## src/rtl/stream_pkg.sv

```systemverilog
`timescale 1ns/1ps
package stream_pkg;
   // byte offset between consecutive words
   localparam int unsigned WORD_BYTES = 4;
   localparam int unsigned WORD_SHIFT = 2;

   // width needed to hold values 0..n
   function automatic int unsigned cnt_width(input int unsigned n);
      return (n < 1) ? 1 : $clog2(n + 1);
   endfunction

   // width of an index into n entries
   function automatic int unsigned idx_width(input int unsigned n);
      return (n < 2) ? 1 : $clog2(n);
   endfunction
endpackage

```

## src/rtl/stream_ctl.sv

```systemverilog
`timescale 1ns/1ps
module stream_ctl #(
   parameter int unsigned ADDR_W = 32,
   parameter int unsigned CNT_W  = 22
) (
   input  logic              clk,
   input  logic              rst_n,
   input  logic              addr_we,
   input  logic [ADDR_W-1:0] addr_wdata,
   input  logic              cnt_we,
   input  logic [CNT_W-1:0]  cnt_wdata,
   input  logic              issue,
   output logic [ADDR_W-1:0] addr_q,
   output logic [CNT_W-1:0]  cnt_q,
   output logic              abort
);
   import stream_pkg::*;

   localparam int unsigned HI_W = ADDR_W - WORD_SHIFT;

   logic [HI_W-1:0] word_q;

   assign abort  = cnt_we && (cnt_wdata == '0);
   assign addr_q = {word_q, {WORD_SHIFT{1'b0}}};

   always_ff @(posedge clk or negedge rst_n) begin
      if (!rst_n) begin
         word_q <= '0;
      end else if (addr_we) begin
         word_q <= addr_wdata[ADDR_W-1:WORD_SHIFT];
      end else if (issue) begin
         word_q <= word_q + HI_W'(1);
      end
   end

   always_ff @(posedge clk or negedge rst_n) begin
      if (!rst_n) begin
         cnt_q <= '0;
      end else if (cnt_we) begin
         cnt_q <= cnt_wdata;
      end else if (issue) begin
         cnt_q <= cnt_q - CNT_W'(1);
      end
   end
endmodule

```

## src/rtl/stream_credit.sv

```systemverilog
`timescale 1ns/1ps
module stream_credit #(
   parameter int unsigned DEPTH = 2,
   parameter int unsigned TAG_W = 1,
   parameter int unsigned LVL_W = 2
) (
   input  logic             clk,
   input  logic             rst_n,
   input  logic             abort,
   input  logic             issue,
   input  logic             rsp_valid,
   input  logic [TAG_W-1:0] rsp_tag,
   input  logic [LVL_W-1:0] level,
   output logic [TAG_W-1:0] epoch,
   output logic             push,
   output logic             room
);
   logic [LVL_W-1:0] inflight_q;
   logic [LVL_W:0]   committed;

   // a matching response is stored unless the stream dies this cycle
   assign push      = rsp_valid && (rsp_tag == epoch) && !abort;
   assign committed = {1'b0, level} + {1'b0, inflight_q};
   assign room      = committed < (LVL_W + 1)'(DEPTH);

   always_ff @(posedge clk or negedge rst_n) begin
      if (!rst_n) begin
         inflight_q <= '0;
         epoch      <= '0;
      end else if (abort) begin
         inflight_q <= '0;
         epoch      <= epoch + TAG_W'(1);
      end else begin
         case ({issue, push})
            2'b10:   inflight_q <= inflight_q + LVL_W'(1);
            2'b01:   inflight_q <= inflight_q - LVL_W'(1);
            default: inflight_q <= inflight_q;
         endcase
      end
   end
endmodule

```

## src/rtl/stream_fifo.sv

```systemverilog
`timescale 1ns/1ps
module stream_fifo #(
   parameter int unsigned DEPTH  = 2,
   parameter int unsigned DATA_W = 32,
   parameter int unsigned LVL_W  = 2
) (
   input  logic              clk,
   input  logic              rst_n,
   input  logic              push,
   input  logic [DATA_W-1:0] wdata,
   input  logic              pop,
   output logic [DATA_W-1:0] rdata,
   output logic [LVL_W-1:0]  level,
   output logic              full,
   output logic              empty
);
   import stream_pkg::*;

   localparam int unsigned IDX_W = idx_width(DEPTH);
   localparam bit          POW2  = (DEPTH == (1 << IDX_W));

   logic [DATA_W-1:0] mem [DEPTH];
   logic [IDX_W-1:0]  wr_q, rd_q, wr_nx, rd_nx;
   logic              do_pop;

   assign empty  = (level == '0);
   assign full   = (level == LVL_W'(DEPTH));
   assign do_pop = pop && !empty;
   assign rdata  = empty ? '0 : mem[rd_q];

   generate
      if (POW2) begin : g_wrap_free
         assign wr_nx = wr_q + IDX_W'(1);
         assign rd_nx = rd_q + IDX_W'(1);
      end else begin : g_wrap_cmp
         assign wr_nx = (wr_q == IDX_W'(DEPTH - 1)) ? '0 : wr_q + IDX_W'(1);
         assign rd_nx = (rd_q == IDX_W'(DEPTH - 1)) ? '0 : rd_q + IDX_W'(1);
      end
   endgenerate

   always_ff @(posedge clk) begin
      if (push) mem[wr_q] <= wdata;
   end

   always_ff @(posedge clk or negedge rst_n) begin
      if (!rst_n) begin
         wr_q  <= '0;
         rd_q  <= '0;
         level <= '0;
      end else begin
         if (push)   wr_q <= wr_nx;
         if (do_pop) rd_q <= rd_nx;
         case ({push, do_pop})
            2'b10:   level <= level + LVL_W'(1);
            2'b01:   level <= level - LVL_W'(1);
            default: level <= level;
         endcase
      end
   end
endmodule

```

## src/rtl/flash_stream_engine.sv

```systemverilog
`timescale 1ns/1ps
module flash_stream_engine #(
   parameter int unsigned ADDR_W = 32,
   parameter int unsigned DATA_W = 32,
   parameter int unsigned CNT_W  = 22,
   parameter int unsigned DEPTH  = 2,
   parameter int unsigned TAG_W  = 1
) (
   input  logic              clk,
   input  logic              rst_n,
   input  logic              cfg_addr_we,
   input  logic [ADDR_W-1:0] cfg_addr_wdata,
   input  logic              cfg_cnt_we,
   input  logic [CNT_W-1:0]  cfg_cnt_wdata,
   output logic [ADDR_W-1:0] stream_addr,
   output logic [CNT_W-1:0]  stream_cnt,
   input  logic              fg_busy,
   output logic              fl_req_valid,
   output logic [ADDR_W-1:0] fl_req_addr,
   output logic [TAG_W-1:0]  fl_req_tag,
   input  logic              fl_rsp_valid,
   input  logic [DATA_W-1:0] fl_rsp_data,
   input  logic [TAG_W-1:0]  fl_rsp_tag,
   input  logic              fifo_pop,
   output logic [DATA_W-1:0] fifo_rdata,
   output logic              fifo_full,
   output logic              fifo_empty
);
   import stream_pkg::*;

   localparam int unsigned LVL_W = cnt_width(DEPTH);

   generate
      if (DEPTH < 2)             begin : g_bad_depth $error("DEPTH must be 2 or more"); end
      if (ADDR_W <= WORD_SHIFT)  begin : g_bad_addr  $error("ADDR_W too small"); end
      if (CNT_W < 1)             begin : g_bad_cnt   $error("CNT_W must be positive"); end
      if (TAG_W < 1)             begin : g_bad_tag   $error("TAG_W must be positive"); end
   endgenerate

   logic             issue, abort, push, room;
   logic [LVL_W-1:0] level;
   logic [TAG_W-1:0] epoch;

   // config writes take the cycle; foreground traffic has priority
   assign issue = (stream_cnt != '0) && !fg_busy && room
                  && !cfg_addr_we && !cfg_cnt_we;

   assign fl_req_valid = issue;
   assign fl_req_addr  = stream_addr;
   assign fl_req_tag   = epoch;

   stream_ctl #(.ADDR_W(ADDR_W), .CNT_W(CNT_W)) u_ctl (
      .clk        (clk),
      .rst_n      (rst_n),
      .addr_we    (cfg_addr_we),
      .addr_wdata (cfg_addr_wdata),
      .cnt_we     (cfg_cnt_we),
      .cnt_wdata  (cfg_cnt_wdata),
      .issue      (issue),
      .addr_q     (stream_addr),
      .cnt_q      (stream_cnt),
      .abort      (abort)
   );

   stream_credit #(.DEPTH(DEPTH), .TAG_W(TAG_W), .LVL_W(LVL_W)) u_credit (
      .clk       (clk),
      .rst_n     (rst_n),
      .abort     (abort),
      .issue     (issue),
      .rsp_valid (fl_rsp_valid),
      .rsp_tag   (fl_rsp_tag),
      .level     (level),
      .epoch     (epoch),
      .push      (push),
      .room      (room)
   );

   stream_fifo #(.DEPTH(DEPTH), .DATA_W(DATA_W), .LVL_W(LVL_W)) u_fifo (
      .clk   (clk),
      .rst_n (rst_n),
      .push  (push),
      .wdata (fl_rsp_data),
      .pop   (fifo_pop),
      .rdata (fifo_rdata),
      .level (level),
      .full  (fifo_full),
      .empty (fifo_empty)
   );
endmodule

```

## config.mk

```make
export PLATFORM = sky130hd
export DESIGN_NAME = flash_stream_engine
export DESIGN_NICKNAME = d
export VERILOG_FILES = /design/src/rtl/stream_pkg.sv /design/src/rtl/stream_ctl.sv /design/src/rtl/stream_credit.sv /design/src/rtl/stream_fifo.sv /design/src/rtl/flash_stream_engine.sv
export SDC_FILE = /design/constraint.sdc
export NUM_CORES = 1
export LEC_CHECK = 0
export ABC_AREA = 1
export BUFFER_PORTS_ARGS = -buffer_cell sky130_fd_sc_hd__buf_2
export CAP_MARGIN = 40
export CELL_PAD_IN_SITES_DETAIL_PLACEMENT = 1
export CELL_PAD_IN_SITES_GLOBAL_PLACEMENT = 2
export CORE_ASPECT_RATIO = 0.7
export CORE_MARGIN = 1
export CORE_UTILIZATION = 30
export DETAILED_ROUTE_END_ITERATION = 7
export PLACE_DENSITY = 0.79
export SLEW_MARGIN = 30
export SYNTH_ARGS = -nofsm -noshare
export SYNTH_HDL_FRONTEND = slang
export SYNTH_SLANG_ARGS = --single-unit
export TNS_END_PERCENT = 1
```

## constraint.sdc

```tcl
create_clock -name clk -period 8.61 [get_ports clk]
set_clock_uncertainty 0.15 [all_clocks]
set_input_delay 1.2915 -clock clk [delete_from_list [all_inputs] [get_ports clk]]
set_output_delay 1.2915 -clock clk [all_outputs]
set_load 0.02 [all_outputs]
```

==> results.cfg, run 1 <==
[placed_design]
dp_hpwl_mm = 16.2
io_buffers = 209
place_area_mm2 = 0.00821
place_congestion = 0.765
dp_worst_setup_slack_ns = 4.14

[sta]
max_freq_ghz = 0.225
finalHoldViolations = 0
fin_crit_ns = 4.45
rsz0062_at_grt = no
setup_tns_ns = 0
fin_crit_sh_pct = 51.7
slew_violations = 0
tightest_slew_ns = 0.712
setup_slack_ns = 4.16
setup_viol = 0
maxSlewHeadroom_pct = 52.5

[yosys]
yosys-top-cells-area = edfxtp_1, dfrtp_1, nand2_1, nand3_1, nor2_1
yosysUniqueCellTypes = 35
synth_edf_count = 64
synth-seq-cells = 123
yosysTopAreaCell = edfxtp_1
synthFlopType = edfxtp_1
syn_area_mm2 = 0.00712
yosys-top-cells-count = nand2_1, nor2_1, nand3_1, edfxtp_1, inv_1
async_flop_share_pct = 48.0
synth_warnings = 0
avgSynthCellArea_um2 = 7.84
synth_top_area_share_pct = 27.0
syn_inst = 908
seq_area_frac_synth_pct = 47.7
post-synth-top-count-cell = nand2_1

[power_and_ir_drop]
ir_drop_uv = 165
power_leakage_nw = 4.19
power_density_mw_per_mm2 = 296

[floorplan]
die_h_um = 131
core_mm2 = 0.0230
die_w_um = 186
ios = 216
dieArea_mm2 = 0.0244
row_count = 46
start_util_pct = 31.0

[drt]
met2RoutedLength_mm = 10.3
drt_pre_antenna_iters = 4
initialDrtViolationCount = 276
met3WireLength_mm = 1.06
viasPerCell = 4.58
drc = 0
highest_layer = met4
routedWlPerCell_um = 15.8
routed_wirelength_mm = 22.3
via_count = 6456
wl_met1_mm = 10.7
ant_nets = 0

[critical_path]
cp-end-kind = output pin
required_ns = 7.17
start_kind = input port
crit_arrival_ns = 3.01
path_class = input port to output pin
crit_fanout = 28

[clocking]
cts.path.max_buffers = 2
cts.sinks = 123
path_clk_slew_ns = 0.06
clkLatencyLatePin_ns = 0.43
numCtsBuffers = 17
clockRootBuffer = clkbuf_16
htreeDepth = 4
hold_buffers = 0
cts_tree = yes
ctsResizeCount = 0
post_cts_buffers = 0

[global_routing]
gr-usage-all-layers_pct = 18.9
grt_pass1_wl_mm = 34.7
grt_pass1_vias = 6505
antenna_found_initial = 2
grt_start_max_net_pins = 47
grt_overflow = 0

[cells_and_area]
drive_gt1_share_pct = 26.6
area_growth_pct = 24.0
nNetsFinal = 1181
design_area_mm2 = 0.00883

[flow_run]
cap_violations = 0

[min_path]
hold_class = register to register

[status]
outcome = complete, no violations
-- state kept, by name, indices dropped and copies added (netlist names) --
signal / flops
u_ctl.word_q: 30
u_fifo.level: 2
u_credit.inflight_q: 2
u_fifo.wr_q: 1
u_ctl.cnt_q: 22
u_fifo.mem: 64
u_credit.epoch: 1
u_fifo.rd_q: 1
-- layout by cell type, fill, tap and decap left out, drive strengths merged --
master and count:
xnor2 10, a21oi 37, nand3 76, nor3 4, clkinv 4, clkbuf 17
nand4 3, fa 1, or2 7, xor2 15, clkinvlp 3, dfrtp 59
nor2 98, edfxtp 64, diode 2, inv 69, o21ai 44, a31oi 2
o21bai 1, ha 4, nand3b 3, bufinv 2, nor4 1, nand2 350
conb 4, and3 1, buf 216
-- final timing paths --
| kind | from | end | slack (ns) | depth (start not counted) |
|---|---|---|---|---|
| max | cfg_cnt_we | fl_req_valid | 4.16 | 5 |
| min | u_ctl.cnt_q[0]$_DFFE_PN0P_ | u_ctl.cnt_q[0]$_DFFE_PN0P_ | 0.38 | 2 |
| max in group asynchronous | rst_n | u_credit.inflight_q[1]$_DFFE_PN0P_ | 7.04 | 3 |
| max reg2reg | u_fifo.level[0]$_DFFE_PN0P_ | u_credit.inflight_q[1]$_DFFE_PN0P_ | 5.64 | 10 |
| min reg2reg | u_ctl.cnt_q[0]$_DFFE_PN0P_ | u_ctl.cnt_q[0]$_DFFE_PN0P_ | 0.38 | 2 |
| min in group asynchronous | rst_n | u_ctl.word_q[8]$_DFFE_PN0P_ | 0.73 | 2 |
-- layout make-up --
type | count | area (um2)
Tap cell | 312 | 390
Sequential cell | 123 | 3400
Fill cell | 2877 | 14100
Clock buffer | 17 | 425
Multi-Input combinational cell | 661 | 3080
Antenna cell | 2 | 5.00
Inverter | 63 | 236
Timing Repair Buffer | 216 | 1130
Clock inverter | 15 | 163
-- routing by layer --
layer,global-route usage [%],vias to the layer above
met3,4.85,16
li1,-,3236
met5,0,-
met4,4.77,0
met2,30.4,142
met1,25.3,3062
-- cells by family after synthesis --
family                     after synthesis  share of synthesized area, %
AOI/OAI and AO/OA                       84                          6.66
xor gates and xnor gates                25                          3.08
adders and majority gates                5                         0.984
buffers and inverters                  127                          9.28
DFF                                    123                          47.7
other                                    1                        0.0527
and+or+nand+nor                        543                          32.2
-- critical path: stages --
cell and delay [ns]:
buf_2 0.27, inv_1 0.43, nand3_4 0.38, inv_2 0.38, buf_2 0.23
-- report_power, final --
part           internal, mW  switching (mW)
Clock                 0.431           0.292
Combinational         0.329           0.709
Sequential            0.717           0.139
Total                  1.48            1.14
-- stage by stage --
stage | power (mW) | util, % | hold WS [ns] | cells
final | 2.62 | 38.4 | 0.380 | 1409
after detailed placement | 1.91 | 35.7 | 0.376 | 1374
after global routing | 2.79 | 38.4 | 0.415 | 1408
after CTS | 2.65 | 38.3 | 0.393 | 1406
after floorplan | 1.59 | - | 0.337 | 911
after global placement | 1.89 | 35.7 | 0.353 | 1373
(Power assumes the default switching activity.)
==> run 2: changes to the inputs <==
--- a/config.mk
+++ b/config.mk
@@ -5,7 +5,7 @@
 export SDC_FILE = /design/constraint.sdc
 export NUM_CORES = 1
 export LEC_CHECK = 0
-export ABC_AREA = 1
+export ABC_AREA = 0
 export BUFFER_PORTS_ARGS = -buffer_cell sky130_fd_sc_hd__buf_2
 export CAP_MARGIN = 40
 export CELL_PAD_IN_SITES_DETAIL_PLACEMENT = 1
@@ -14,7 +14,7 @@
 export CORE_MARGIN = 1
 export CORE_UTILIZATION = 30
 export DETAILED_ROUTE_END_ITERATION = 7
-export PLACE_DENSITY = 0.79
+export PLACE_DENSITY = 0.74
 export SLEW_MARGIN = 30
 export SYNTH_ARGS = -nofsm -noshare
 export SYNTH_HDL_FRONTEND = slang
==> constraint.sdc (replaced) <==
create_clock -name clk -period 4.1 [get_ports clk]
set_clock_uncertainty 0.15 [all_clocks]
set_input_delay 0.615 -clock clk [delete_from_list [all_inputs] [get_ports clk]]
set_output_delay 0.615 -clock clk [all_outputs]
set_load 0.02 [all_outputs]
==> run 2 against run 1 <==
Compared with the run above:
- core utilization grew 0.80 points
- setup slack lost 3.8 ns
- via count shrank 17%
- register-to-register slack lost 4.9 ns
- design area shrank 7.5%
- flip-flop and latch count is the same
- sequential share of layout area grew 3.1 points
- synthesized cell count shrank 35%
==> results.cfg, run 2 <==
[status]
outcome = complete, no violations

[global_routing]
grt_overflow = 0
grt_pass1_wl_mm = 30.6
grt_pass1_vias = 5476
grt_start_max_net_pins = 56
antenna_found_initial = 0
gr-usage-all-layers_pct = 18.2

[critical_path]
slowest_stage = fa_1
start_kind = register
ff2ff_path_depth = 8
cp-startpoint = u_fifo.level[0]$_DFFE_PN0P_
crit_arrival_ns = 2.97
worst_path_largest_cell_delay_ns = 0.49
required_ns = 3.34
path_buf_inv = 3
crit_fanout = 8
r2r-end = u_ctl.word_q[9]$_DFFE_PN0P_
cp-end-kind = output pin
path_delay_family = simple AND/OR/NAND/NOR gates
rrSetupSlack_ns = 0.73
path_class = register to output pin
crit_chain = and2_1 -> fa_1 -> nor4_4 -> buf_4 -> nand2_1 -> a21o_1 -> inv_1 -> buf_2
rr_startpoint = u_fifo.level[0]$_DFFE_PN0P_

[sta]
slew_violations = 0
max_freq_ghz = 0.268
finalHoldViolations = 0
fin_crit_ns = 3.73
setup_tns_ns = 0
rsz0062_at_grt = no
hold_slack_ns = 0.0407
setup_viol = 0
maxSlewHeadroom_pct = 52.2
tightest_slew_ns = 0.714
fin_crit_sh_pct = 91.1

[power_and_ir_drop]
p_sw_mw = 1.68
swShare_pct = 36.5
internal_power_mw = 2.91
power_leakage_nw = 3.36
p_comb_share_pct = 31.6
ir_drop_uv = 319
clock_power_share_pct = 31.9
seqPwrFrac_pct = 36.4
power_density_mw_per_mm2 = 562

[yosys]
yosysTopAreaCell = edfxtp_1
yosys-top-cells-count = edfxtp_1, dfrtp_1, nor2_1, nand2_1
seq_area_frac_synth_pct = 53.1
synth_warnings = 0
yosys-top-cells-area = edfxtp_1, dfrtp_1, mux2i_1, xnor2_1, buf_4
synth-seq-cells = 123
yosysUniqueCellTypes = 62
synth_top_area_share_pct = 30.0
syn_area_mm2 = 0.00640
synth_edf_count = 64
syn_inst = 591
avgSynthCellArea_um2 = 10.8
synthFlopType = edfxtp_1
async_flop_share_pct = 48.0
post-synth-top-count-cell = edfxtp_1

[floorplan]
start_util_pct = 30.8
core_mm2 = 0.0208
ios = 216
dieArea_mm2 = 0.0219
row_count = 44
die_w_um = 177
die_h_um = 124

[cells_and_area]
reg.largest.list = u_fifo.mem (64), u_ctl.word_q (30), u_ctl.cnt_q (22)
largest_register = u_fifo.mem
area_growth_pct = 27.5
nNetsFinal = 869
drive_gt1_share_pct = 35.0
n_fill_cell = 2375
final_cells = 1060
most-common-layout-cells = buf_2, edfxtp_1, dfrtp_1, nand2_1, nor2_1
layout_commonest_cell = buf_2
largest_reg_flops = 64

[clocking]
cts.sinks = 123
hold_buffers = 0
clkLatencyLatePin_ns = 0.41
post_cts_buffers = 0
cts.path.max_buffers = 2
clockRootBuffer = clkbuf_16
numCtsBuffers = 17
path_clk_slew_ns = 0.06
ctsResizeCount = 0
htreeDepth = 4
cts_tree = yes

[drt]
routedWlPerCell_um = 18.4
highest_layer = met4
drc = 0
ant_nets = 0
met2RoutedLength_mm = 8.52
met3WireLength_mm = 1.17
via_count = 5347
routed_wirelength_mm = 19.6
viasPerCell = 5.04
drt_pre_antenna_iters = 4
initialDrtViolationCount = 298
wl_met1_mm = 9.66

[placed_design]
dp.cells = 1027
place_congestion = 0.793
dp_hpwl_mm = 14.5
io_buffers = 209

[flow_run]
cap_violations = 0

[min_path]
hold_class = input port to async pin
run 2: cell families (layout without fill, tap and decap cells):
| group | after synthesis | count (layout) | share of synthesized area (%) |
|---|---|---|---|
| AO/OA/AOI/OAI | 102 | 102 | 11.0 |
| XOR/XNOR | 37 | 37 | 5.06 |
| buffers and inverters | 78 | 267 | 7.09 |
| other | 1 | 5 | 0.0585 |
| AND/OR/NAND/NOR | 210 | 210 | 17.1 |
| flip-flops | 123 | 123 | 53.1 |
| multiplexers | 35 | 35 | 5.49 |
| adder cells (fa/ha/maj) | 5 | 5 | 1.09 |
run 2: per-stage QoR:
step	power (mW)	area, um2	worst slack (ns)	util [%]
detailed placement	3.17	7590	0.762	36.5
finish	4.59	8170	0.367	39.2
global route	4.84	8160	0.232	39.2
floorplan	2.64	6420	1.09	-
CTS	4.66	8160	0.340	39.2
global placement	3.08	7510	0.825	36.1
run 2: layout make-up:
cell class / instances / area, um2 / area share [%]
Tap cell: 276 / 345 / 4.23
Clock buffer: 17 / 425 / 5.21
Multi-Input combinational cell: 393 / 2590 / 31.7
Inverter: 12 / 45.0 / 0.552
Sequential cell: 123 / 3400 / 41.6
Timing Repair Buffer: 223 / 1210 / 14.9
Antenna cell: 1 / 2.50 / 0.0306
Clock inverter: 15 / 148 / 1.81
run 2: how the worst max path moves through the flow:
stage | slack, ns | cells past startpoint | endpoint
6_report | 0.37 | 8 | fl_req_valid
4_1_cts | 0.34 | 8 | fl_req_valid
5_1_grt | 0.23 | 8 | fl_req_valid
2_1_floorplan | 1.09 | 7 | u_ctl.word_q[9]$_DFFE_PN0P_
3_3_place_gp | 0.82 | 8 | fl_req_valid
3_5_place_dp | 0.76 | 8 | u_ctl.word_q[9]$_DFFE_PN0P_
run 2: layer usage:
layer  vias up  GRT usage [%]
met3        20           4.15
met5         -              0
met2       153           26.8
met4         0           4.56
met1      2659           26.6
li1       2515              -
run 2: power groups by stage:
stage,clock network [mW],logic (mW),registers [mW]
global placement,0,1.37,1.71
floorplan,0,0.965,1.67
CTS,1.50,1.48,1.68
detailed placement,0,1.47,1.70
finish,1.47,1.45,1.67
global route,1.56,1.58,1.70
